## src/rtl/dfe_pkg.sv

```systemverilog
package dfe_pkg;
  typedef logic [1:0] sym_t;

  // Gray symbol to signed level
  function automatic logic signed [2:0] sym_level(sym_t s);
    case (s)
      2'b00:   return -3'sd3;
      2'b01:   return -3'sd1;
      2'b11:   return 3'sd1;
      default: return 3'sd3;
    endcase
  endfunction
endpackage

```

## src/rtl/dfe_hist.sv

```systemverilog
module dfe_hist #(
  parameter int DEPTH = 17
) (
  input  logic                        clk_i,
  input  logic                        rst_ni,
  input  dfe_pkg::sym_t               even_i,
  input  dfe_pkg::sym_t               odd_i,
  output dfe_pkg::sym_t [DEPTH-1:0]   hist_o
);
  dfe_pkg::sym_t [DEPTH-1:0] hist_q;

  // index 0 is newest (odd), index 1 the even of the same pair
  always_ff @(posedge clk_i or negedge rst_ni) begin
    if (!rst_ni) hist_q <= '0;
    else         hist_q <= {hist_q[DEPTH-3:0], even_i, odd_i};
  end

  assign hist_o = hist_q;
endmodule

```

## src/rtl/dfe_tap.sv

```systemverilog
module dfe_tap #(
  parameter int DEPTH   = 17,
  parameter int POS_MIN = 5,
  parameter int POS_MAX = 17,
  parameter int POS_W   = 5,
  parameter int WT_W    = 7,
  parameter int CUR_W   = 10
) (
  input  dfe_pkg::sym_t [DEPTH-1:0] hist_i,
  input  logic [POS_W-1:0]          pos_i,
  input  logic [WT_W-1:0]           wt_i,
  input  logic                      train_i,
  output logic signed [CUR_W-1:0]   cur_even_o,
  output logic signed [CUR_W-1:0]   cur_odd_o
);
  logic [POS_W-1:0]        pos_c;
  logic [POS_W-1:0]        idx_e, idx_o;
  dfe_pkg::sym_t           sel_e, sel_o;
  logic signed [CUR_W-1:0] w_s, lv_e, lv_o;

  always_comb begin
    if (pos_i < POS_W'(POS_MIN))      pos_c = POS_W'(POS_MIN);
    else if (pos_i > POS_W'(POS_MAX)) pos_c = POS_W'(POS_MAX);
    else                              pos_c = pos_i;
  end

  assign idx_e = pos_c - POS_W'(1);
  assign idx_o = pos_c - POS_W'(2);
  assign sel_e = hist_i[idx_e];
  assign sel_o = hist_i[idx_o];

  assign w_s  = $signed({{(CUR_W-WT_W){1'b0}}, wt_i});
  assign lv_e = CUR_W'(dfe_pkg::sym_level(sel_e));
  assign lv_o = CUR_W'(dfe_pkg::sym_level(sel_o));

  always_comb begin
    if (train_i) begin
      cur_even_o = -w_s;
      cur_odd_o  = w_s;
    end else begin
      cur_even_o = lv_e * w_s;
      cur_odd_o  = lv_o * w_s;
    end
  end
endmodule

```

## src/rtl/dfe_train.sv

```systemverilog
module dfe_train #(
  parameter int DLY_W  = 5,
  parameter int VOTE_W = 8,
  parameter int PH_W   = 6
) (
  input  logic              clk_i,
  input  logic              rst_ni,
  input  logic              start_i,
  input  logic [VOTE_W-1:0] len_i,
  input  logic              early_i,
  input  logic              late_i,
  input  logic [PH_W-1:0]   phase_i,
  output logic [DLY_W-1:0]  dly_o,
  output logic [PH_W-1:0]   phase_o,
  output logic              active_o,
  output logic              done_o
);
  localparam logic [DLY_W-1:0] DLY_MID = DLY_W'(1) << (DLY_W-1);

  logic [DLY_W-1:0]  dly_q, base_q, dly_nxt;
  logic [VOTE_W-1:0] cnt_q, len_eff;
  logic [PH_W-1:0]   ph_q;
  logic              act_q, done_q, vote;

  assign vote    = early_i ^ late_i;
  assign len_eff = (len_i == '0) ? VOTE_W'(1) : len_i;

  always_comb begin
    dly_nxt = dly_q;
    if (early_i && !late_i && dly_q != '1) dly_nxt = dly_q + DLY_W'(1);
    if (late_i && !early_i && dly_q != '0) dly_nxt = dly_q - DLY_W'(1);
  end

  always_ff @(posedge clk_i or negedge rst_ni) begin
    if (!rst_ni) begin
      dly_q  <= DLY_MID;
      base_q <= DLY_MID;
      cnt_q  <= '0;
      act_q  <= 1'b0;
      done_q <= 1'b0;
    end else if (start_i && !act_q) begin
      act_q  <= 1'b1;
      done_q <= 1'b0;
      base_q <= dly_q;
      cnt_q  <= '0;
    end else if (act_q && vote) begin
      dly_q <= dly_nxt;
      if (cnt_q >= len_eff - VOTE_W'(1)) begin
        cnt_q <= '0;
        if (dly_nxt == base_q) begin
          act_q  <= 1'b0;
          done_q <= 1'b1;
        end else begin
          base_q <= dly_nxt;
        end
      end else begin
        cnt_q <= cnt_q + VOTE_W'(1);
      end
    end
  end

  always_ff @(posedge clk_i or negedge rst_ni) begin
    if (!rst_ni)     ph_q <= '0;
    else if (!act_q) ph_q <= phase_i;
  end

  assign dly_o    = dly_q;
  assign phase_o  = ph_q;
  assign active_o = act_q;
  assign done_o   = done_q;
endmodule

```

## src/rtl/dfe_tap_ctrl.sv

```systemverilog
module dfe_tap_ctrl #(
  parameter int NUM_TAPS = 5,
  parameter int POS_MIN  = 5,
  parameter int POS_MAX  = 17,
  parameter int WT_W     = 7,
  parameter int DLY_W    = 5,
  parameter int VOTE_W   = 8,
  parameter int PH_W     = 6,
  localparam int POS_W   = $clog2(POS_MAX + 1),
  localparam int CUR_W   = WT_W + 3,
  localparam int DEPTH   = POS_MAX
) (
  input  logic                      clk_i,
  input  logic                      rst_ni,
  input  logic [1:0]                dec_even_i,
  input  logic [1:0]                dec_odd_i,
  input  logic [NUM_TAPS*POS_W-1:0] tap_pos_i,
  input  logic [NUM_TAPS*WT_W-1:0]  tap_wt_i,
  input  logic                      train_start_i,
  input  logic [VOTE_W-1:0]         train_len_i,
  input  logic                      cdr_early_i,
  input  logic                      cdr_late_i,
  input  logic [PH_W-1:0]           cdr_phase_i,
  output logic [NUM_TAPS*CUR_W-1:0] eq_even_o,
  output logic [NUM_TAPS*CUR_W-1:0] eq_odd_o,
  output logic [DLY_W-1:0]          dly_code_o,
  output logic [PH_W-1:0]           rx_phase_o,
  output logic                      train_active_o,
  output logic                      train_done_o
);
  dfe_pkg::sym_t [DEPTH-1:0] hist;

  dfe_hist #(.DEPTH(DEPTH)) u_hist (
    .clk_i  (clk_i),
    .rst_ni (rst_ni),
    .even_i (dec_even_i),
    .odd_i  (dec_odd_i),
    .hist_o (hist)
  );

  dfe_train #(.DLY_W(DLY_W), .VOTE_W(VOTE_W), .PH_W(PH_W)) u_train (
    .clk_i    (clk_i),
    .rst_ni   (rst_ni),
    .start_i  (train_start_i),
    .len_i    (train_len_i),
    .early_i  (cdr_early_i),
    .late_i   (cdr_late_i),
    .phase_i  (cdr_phase_i),
    .dly_o    (dly_code_o),
    .phase_o  (rx_phase_o),
    .active_o (train_active_o),
    .done_o   (train_done_o)
  );

  for (genvar k = 0; k < NUM_TAPS; k++) begin : g_tap
    logic signed [CUR_W-1:0] ce, co;
    dfe_tap #(
      .DEPTH(DEPTH), .POS_MIN(POS_MIN), .POS_MAX(POS_MAX),
      .POS_W(POS_W), .WT_W(WT_W), .CUR_W(CUR_W)
    ) u_tap (
      .hist_i     (hist),
      .pos_i      (tap_pos_i[k*POS_W +: POS_W]),
      .wt_i       (tap_wt_i[k*WT_W +: WT_W]),
      .train_i    (train_active_o),
      .cur_even_o (ce),
      .cur_odd_o  (co)
    );
    assign eq_even_o[k*CUR_W +: CUR_W] = ce;
    assign eq_odd_o[k*CUR_W +: CUR_W]  = co;
  end
endmodule

```

## config.mk

```make
export PLATFORM = sky130hd
export DESIGN_NAME = dfe_tap_ctrl
export DESIGN_NICKNAME = d
export VERILOG_FILES = /design/src/rtl/dfe_pkg.sv /design/src/rtl/dfe_hist.sv /design/src/rtl/dfe_tap.sv /design/src/rtl/dfe_train.sv /design/src/rtl/dfe_tap_ctrl.sv
export SDC_FILE = /design/constraint.sdc
export NUM_CORES = 1
export LEC_CHECK = 0
export ABC_AREA = 1
export BUFFER_PORTS_ARGS = -buffer_cell sky130_fd_sc_hd__buf_2
export CORE_ASPECT_RATIO = 0.8
export CORE_MARGIN = 5
export CORE_UTILIZATION = 45
export CTS_BUF_LIST = sky130_fd_sc_hd__clkbuf_8 sky130_fd_sc_hd__clkbuf_16
export DETAILED_ROUTE_END_ITERATION = 6
export PLACE_DENSITY = 0.65
export SYNTH_ARGS = -nofsm -noshare
export SYNTH_HDL_FRONTEND = slang
export SYNTH_SLANG_ARGS = --single-unit
```

## constraint.sdc

```tcl
create_clock -name clk_i -period 8.5 [get_ports clk_i]
set_input_delay 1.275 -clock clk_i [delete_from_list [all_inputs] [get_ports clk_i]]
set_output_delay 1.275 -clock clk_i [all_outputs]
set_load 0.02 [all_outputs]
```

* Word-level counts from Yosys, hierarchy flattened *
Cells that the tools add are included.

operators by class
  add/subtract/negate cells = 19
  multiply operators = 10
  magnitude comparators = 21
  eq/ne operators = 23
  mux-type cells = 68
  bitwise operators = 2
  reductions and logical operators = 27

operators by type and width
  operator                                              number
  binary-select mux 2 bit (select 5 bit)                10
  multiplier 3 x 8 -> 10 bit                            10
  2-to-1 mux 10 bit                                     10
  one-hot mux 3 bit (3 select lines)                    10
  2-to-1 mux 5 bit                                      16
  < comparator 5 x 6 -> 1 bit (second input constant)   10
  negation 7 -> 10 bit                                  5
  2-to-1 mux 8 bit                                      4
  subtractor 5 x 1 -> 5 bit (second input constant)     6
  > comparator 5 bit (second input constant)            5
  < comparator 5 x 3 -> 1 bit (second input constant)   5
  subtractor 5 x 2 -> 5 bit (second input constant)     5
  equality test 2 x 1 -> 1 bit (second input constant)  10
  equality test 2 bit (second input constant)           10
  zero test 2 bit                                       10
  2-to-1 mux 2 bit                                      10
  adder 8 x 1 -> 8 bit (second input constant)          1
  greater-or-equal comparator 8 bit                     1
  zero test 8 bit                                       1
  2-to-1 mux 1 bit                                      8
  subtractor 8 x 1 -> 8 bit (second input constant)     1
  logical AND 1 bit                                     6
  AND reduction 3 bit                                   2
  nonzero test 2 bit                                    3
  other kinds (9)                                       11

storage, ports and cells
  register bits = 60
  output and inout port bits = 113
  logic and storage cells = 193

* Logic depth before layout (Yosys ltp) *
  depth after elaboration = 10
  gate-level depth with buffers = 36

* Hierarchy *
From an unflattened synthesis, not the netlist that was laid out.

unflattened totals
  cell total of the unflattened synthesis = 2,313
  area total of the unflattened synthesis = 14,905.5 um2

modules (own cells, without submodules)
  module                         instances  cells an instance  area each (um2)  seq. area each (um2)
  dfe_tap at g_tap[3].u_tap ...  2          403                2,394.8          0.0
  dfe_tap at g_tap[0].u_tap      1          403                2,429.8          0.0
  dfe_tap at g_tap[1].u_tap      1          402                2,426.1          0.0
  dfe_tap at g_tap[2].u_tap      1          401                2,426.1          0.0
  dfe_train                      1          267                1,983.2          653.1
  dfe_hist                       1          34                 850.8            850.8

* Worst setup path before layout *
No wires, ideal clock.

  kind = input port to output port
  start = input tap_pos_i[1]
  end = output eq_even_o[9]
  arrival time = 6.072 ns
  data required time = 7.225 ns
  slack = 1.153 ns
  stages = 33
  path through = o21ai_0 nand2_1 nand3_1 buf_4 buf_2 inv_1 ha_1 xnor2_1 o21ai_0 nor2_1 nand2_1 nand3_1 nand2_1 nand2_1 nand2_1 ha_1 nor2_1 nor2_1 fa_1 ha_1 ha_1 fa_1 nand2_1 inv_1 o21ai_0 nand2_1 nand2_1 inv_1 o21a_1 nor2_1 xor2_1 nand2_1 nand2_1

between the ends
  cells in the longest elaborated chain, start to end = 10
  elaborated cells on any way between the ends = 13
  classes of those cells = 1 x add/sub; 1 x mul; 2 x order compare; 2 x eq/ne; 6 x mux; 1 x reduce/logical

RTL lines
  item                                         line                text
  start: declaration                           dfe_tap_ctrl.sv:17  input logic [NUM_TAPS*POS_W-1:0] tap_pos_i,
  > comparator 5 bit                           dfe_tap.sv:23       else if (pos_i > POS_W'(POS_MAX)) pos_c = POS_W'(POS_MAX);
  2-to-1 mux 5 bit                             dfe_tap.sv:23
  2-to-1 mux 5 bit *                           dfe_tap.sv:22       if (pos_i < POS_W'(POS_MIN)) pos_c = POS_W'(POS_MIN);
  subtractor 5 x 1 -> 5 bit *                  dfe_tap.sv:27       assign idx_e = pos_c - POS_W'(1);
  binary-select mux 2 bit (select 5 bit) *     dfe_tap.sv:29       assign sel_e = hist_i[idx_e];
  2-to-1 mux 2 bit (not written as such) *     dfe_tap.sv:29
  equality test 2 bit (tied with other cells)  dfe_pkg.sv:6        case (s)
  one-hot mux 3 bit (3 select lines) *         dfe_pkg.sv:6
  multiplier 3 x 8 -> 10 bit *                 dfe_tap.sv:41       cur_even_o = lv_e * w_s;
  2-to-1 mux 10 bit *                          dfe_tap.sv:37       if (train_i) begin
  end: declaration                             dfe_tap_ctrl.sv:24  output logic [NUM_TAPS*CUR_W-1:0] eq_even_o,

Mark *: on every way between the ends. The rest lies on a longest branch, timed or not. The select of a mux whose other input is x is not followed.

* Worst setup path after layout *
  start = input tap_pos_i[13]
  end = output eq_even_o[29]

The elaborated chain is that of the path after synthesis.

==> results.ini <==
[status]
outcome=finished, final reports clean

[logic_synthesis]
seq_area_frac_synth_pct=11.0
yosys_most_used_dff=dfrtp_1
synth_cell_types=49
synth.most_common_cell=nand2_1
synth_edf_count=0
yosys.area.top_type=ha_1
syn-num-nets=2494
yosysWarnings=0
synth_top_area_share_pct=17.7
yosys_register_bits=60
ys_async_sr_fraction_pct=100
synthCells=2147
synthTopCellsByCount=nand2_1 (606), inv_1 (285), nor2_1 (203), ha_1 (194), nand3_1 (178)
synth_area_sq_um=13700
synth_area_leaders=ha_1 (18%), nand2_1 (17%), dfrtp_1 (11%)
avgSynthCellArea_sq_um=6.37

[timing]
max_slew_margin_pct=40.3
setup_viol=0
post-route-min-period_ns=8.01
fmax_mhz=125
rsz0062_at_grt=no
finClkSkew_ns=0.00959
tightest_slew_ns=0.895
timing.hold.ws_ns=0.370
report.final.slew_viol_count=0
hold_viol_final=0
fin_tns_setup_ns=0
post-route-period-util_pct=94.2

[finish]
nFillCells=3113
drive_above_1_share_pct=11.7
nNetsFinal=2641
stdcell_area_sq_um=15300
syn2layout_area_growth_pct=11.6

[clock_tree]
htreeDepth=3
post_cts_buffers=0
clockRootBuffer=clkbuf_16
cts_sinks=60
cts.path.max_buffers=2
clk_latency_ns=0.36
numCtsBuffers=9
cts_tree=done
path_clk_slew_ns=0.05

[pwr]
ir_worst_vdd_uv=146
power_leakage_nw=8.71
powerDensity_nw_per_um2=235

[min_path]
holdPathStages=0
hp-class=reg -> reg

[worst_setup_path]
crit_path_start_kind=input port
reg2reg_depth=17
worstPathRequired_ns=7.22
arrival_ns=6.73
slowest_delay_ns=0.52
path_max_fanout=22
cp_common_cell=nand2_1
crit_type=in -> out
crit_slowest_cell=xor2_1
endpoint_kind=output port

[grt]
grt_max_degree=88
grt_pass1_wl_mm=70.6
track_usage_pct=24.9
antenna_found_initial=5
grt_pass1_vias=13900
grt-ovfl-total=0

[die]
die_area_sq_um=34000
initial_utilization_pct=45.3
die_h_um=166
fp.dieW_um=205
rows=57
core-area_sq_um=30200
ios=196

[detailed_routing]
wl_per_cell_um=15.8
dr.pass1.iters=6
via_count=14500
viasPerCell=5.36
drt_iter0_drc=1282
drc=0
routed_wl_mm=42.7
ant_nets=0

[place]
portBuffers=195
gp_congestion=0.994
dpl_cell_area_sq_um=14900
dp_hpwl_mm=33.3

[job]
maxCapViolations=0

==> registers in the layout, summed over array words and instances (netlist names) <==
register,count
u_hist.hist_o,34
u_train.phase_o,6
u_train.cnt_q,8
u_train.done_o,1
u_train.active_o,1
u_train.base_q,5
u_train.dly_o,5
==> through the flow <==
step	setup slack [ns]	util (%)	power, mW	instances
finish	0.493	50.6	3.59	2713
global route	0.0435	50.6	4.03	2713
CTS	0.475	50.6	3.62	2712
detailed placement	0.489	49.4	3.14	2696
global placement	0.650	49.4	3.09	2696
floorplan	1.15	-	2.42	2147
==> worst max-delay path: cells and delay by family <==
kind | cells | cell delay [ns]
simple gates | 16 | 1.40
compound gates | 3 | 0.58
xor+xnor | 2 | 0.69
buf+inv | 6 | 0.82
fa+ha+maj | 6 | 1.96
==> cell usage in the layout, fill, tap and decap left out, types with 4 or more instances in the layout <==
cell / Yosys / final
nand3_1: 178 / 178
clkbuf_16: 0 / 9
a31oi_1: 14 / 14
and2_1: 4 / 4
nor2_2: 4 / 4
nand2_1: 606 / 606
o21ai_1: 7 / 7
nor4_1: 4 / 4
xor2_1: 40 / 40
inv_2: 6 / 7
inv_1: 285 / 285
o21a_1: 11 / 11
ha_1: 194 / 194
nor2_1: 203 / 203
a21oi_1: 73 / 73
xnor2_1: 17 / 16
o22ai_1: 14 / 14
o31ai_1: 19 / 19
o21ai_0: 158 / 158
buf_4: 16 / 18
fa_1: 70 / 70
nand4_1: 21 / 21
buf_2: 15 / 195
dfrtp_1: 58 / 57
nand3b_1: 4 / 4
nand2_2: 11 / 11
o211ai_1: 30 / 30
nor3_1: 9 / 9
or2_2: 4 / 4
==> kinds of logic after synthesis <==
| family | after synthesis | synth area share (%) |
|---|---|---|
| buffers and inverters | 370 | 11.0 |
| AND/OR/NAND/NOR | 1055 | 32.1 |
| adder cells (fa/ha/maj) | 264 | 28.0 |
| flip-flops | 60 | 11.0 |
| AO/OA/AOI/OAI | 340 | 14.1 |
| XOR/XNOR | 58 | 3.77 |
==> final timing paths <==
path                                          end  slack (ns)              start
worst max-delay path                eq_even_o[29]        0.49      tap_pos_i[13]
worst min-delay path            u_hist.hist_o[19]        0.37  u_hist.hist_o[15]
worst max register to register   u_train.active_o        5.92   u_train.dly_o[0]
worst min register to register  u_hist.hist_o[19]        0.37  u_hist.hist_o[15]
max in group asynchronous        u_train.active_o        6.76             rst_ni
min in group asynchronous        u_hist.hist_o[2]        1.11             rst_ni
==> timing repair <==
| action | in CTS | in global routing |
|---|---|---|
| setup endpoints to repair | 0 | 1 |
| hold buffers | 0 | 0 |
| gates resized for setup | 0 | 1 |
==> metal layers <==
metal | GRT usage [%] | wire, um
met5 | 0 | 62
met4 | 6.84 | 1040
met3 | 4.76 | 3750
met2 | 38.9 | 18400
met1 | 35.3 | 19400
==> where the power goes <==
part / switching, mW / internal [mW] / leakage [nW]
combinational: 1.71 / 1.00 / 7.82
clock: 0.151 / 0.301 / 0.177
sequential: 0.0850 / 0.346 / 0.717
total: 1.94 / 1.65 / 8.71
==> cell type report <==
cell class / count / area, sq um / share of cell area [%]
sequential: 60 / 1510 / 9.86
multi-input combinational: 1717 / 10700 / 69.9
timing repair buffer: 213 / 1110 / 7.28
tap: 413 / 517 / 3.38
antenna: 1 / 2.50 / 0.0164
inverter: 293 / 1100 / 7.21
clock inverter: 5 / 98.8 / 0.647
clock buffer: 11 / 253 / 1.66
No activity file was read; power rests on OpenSTA's default activity.
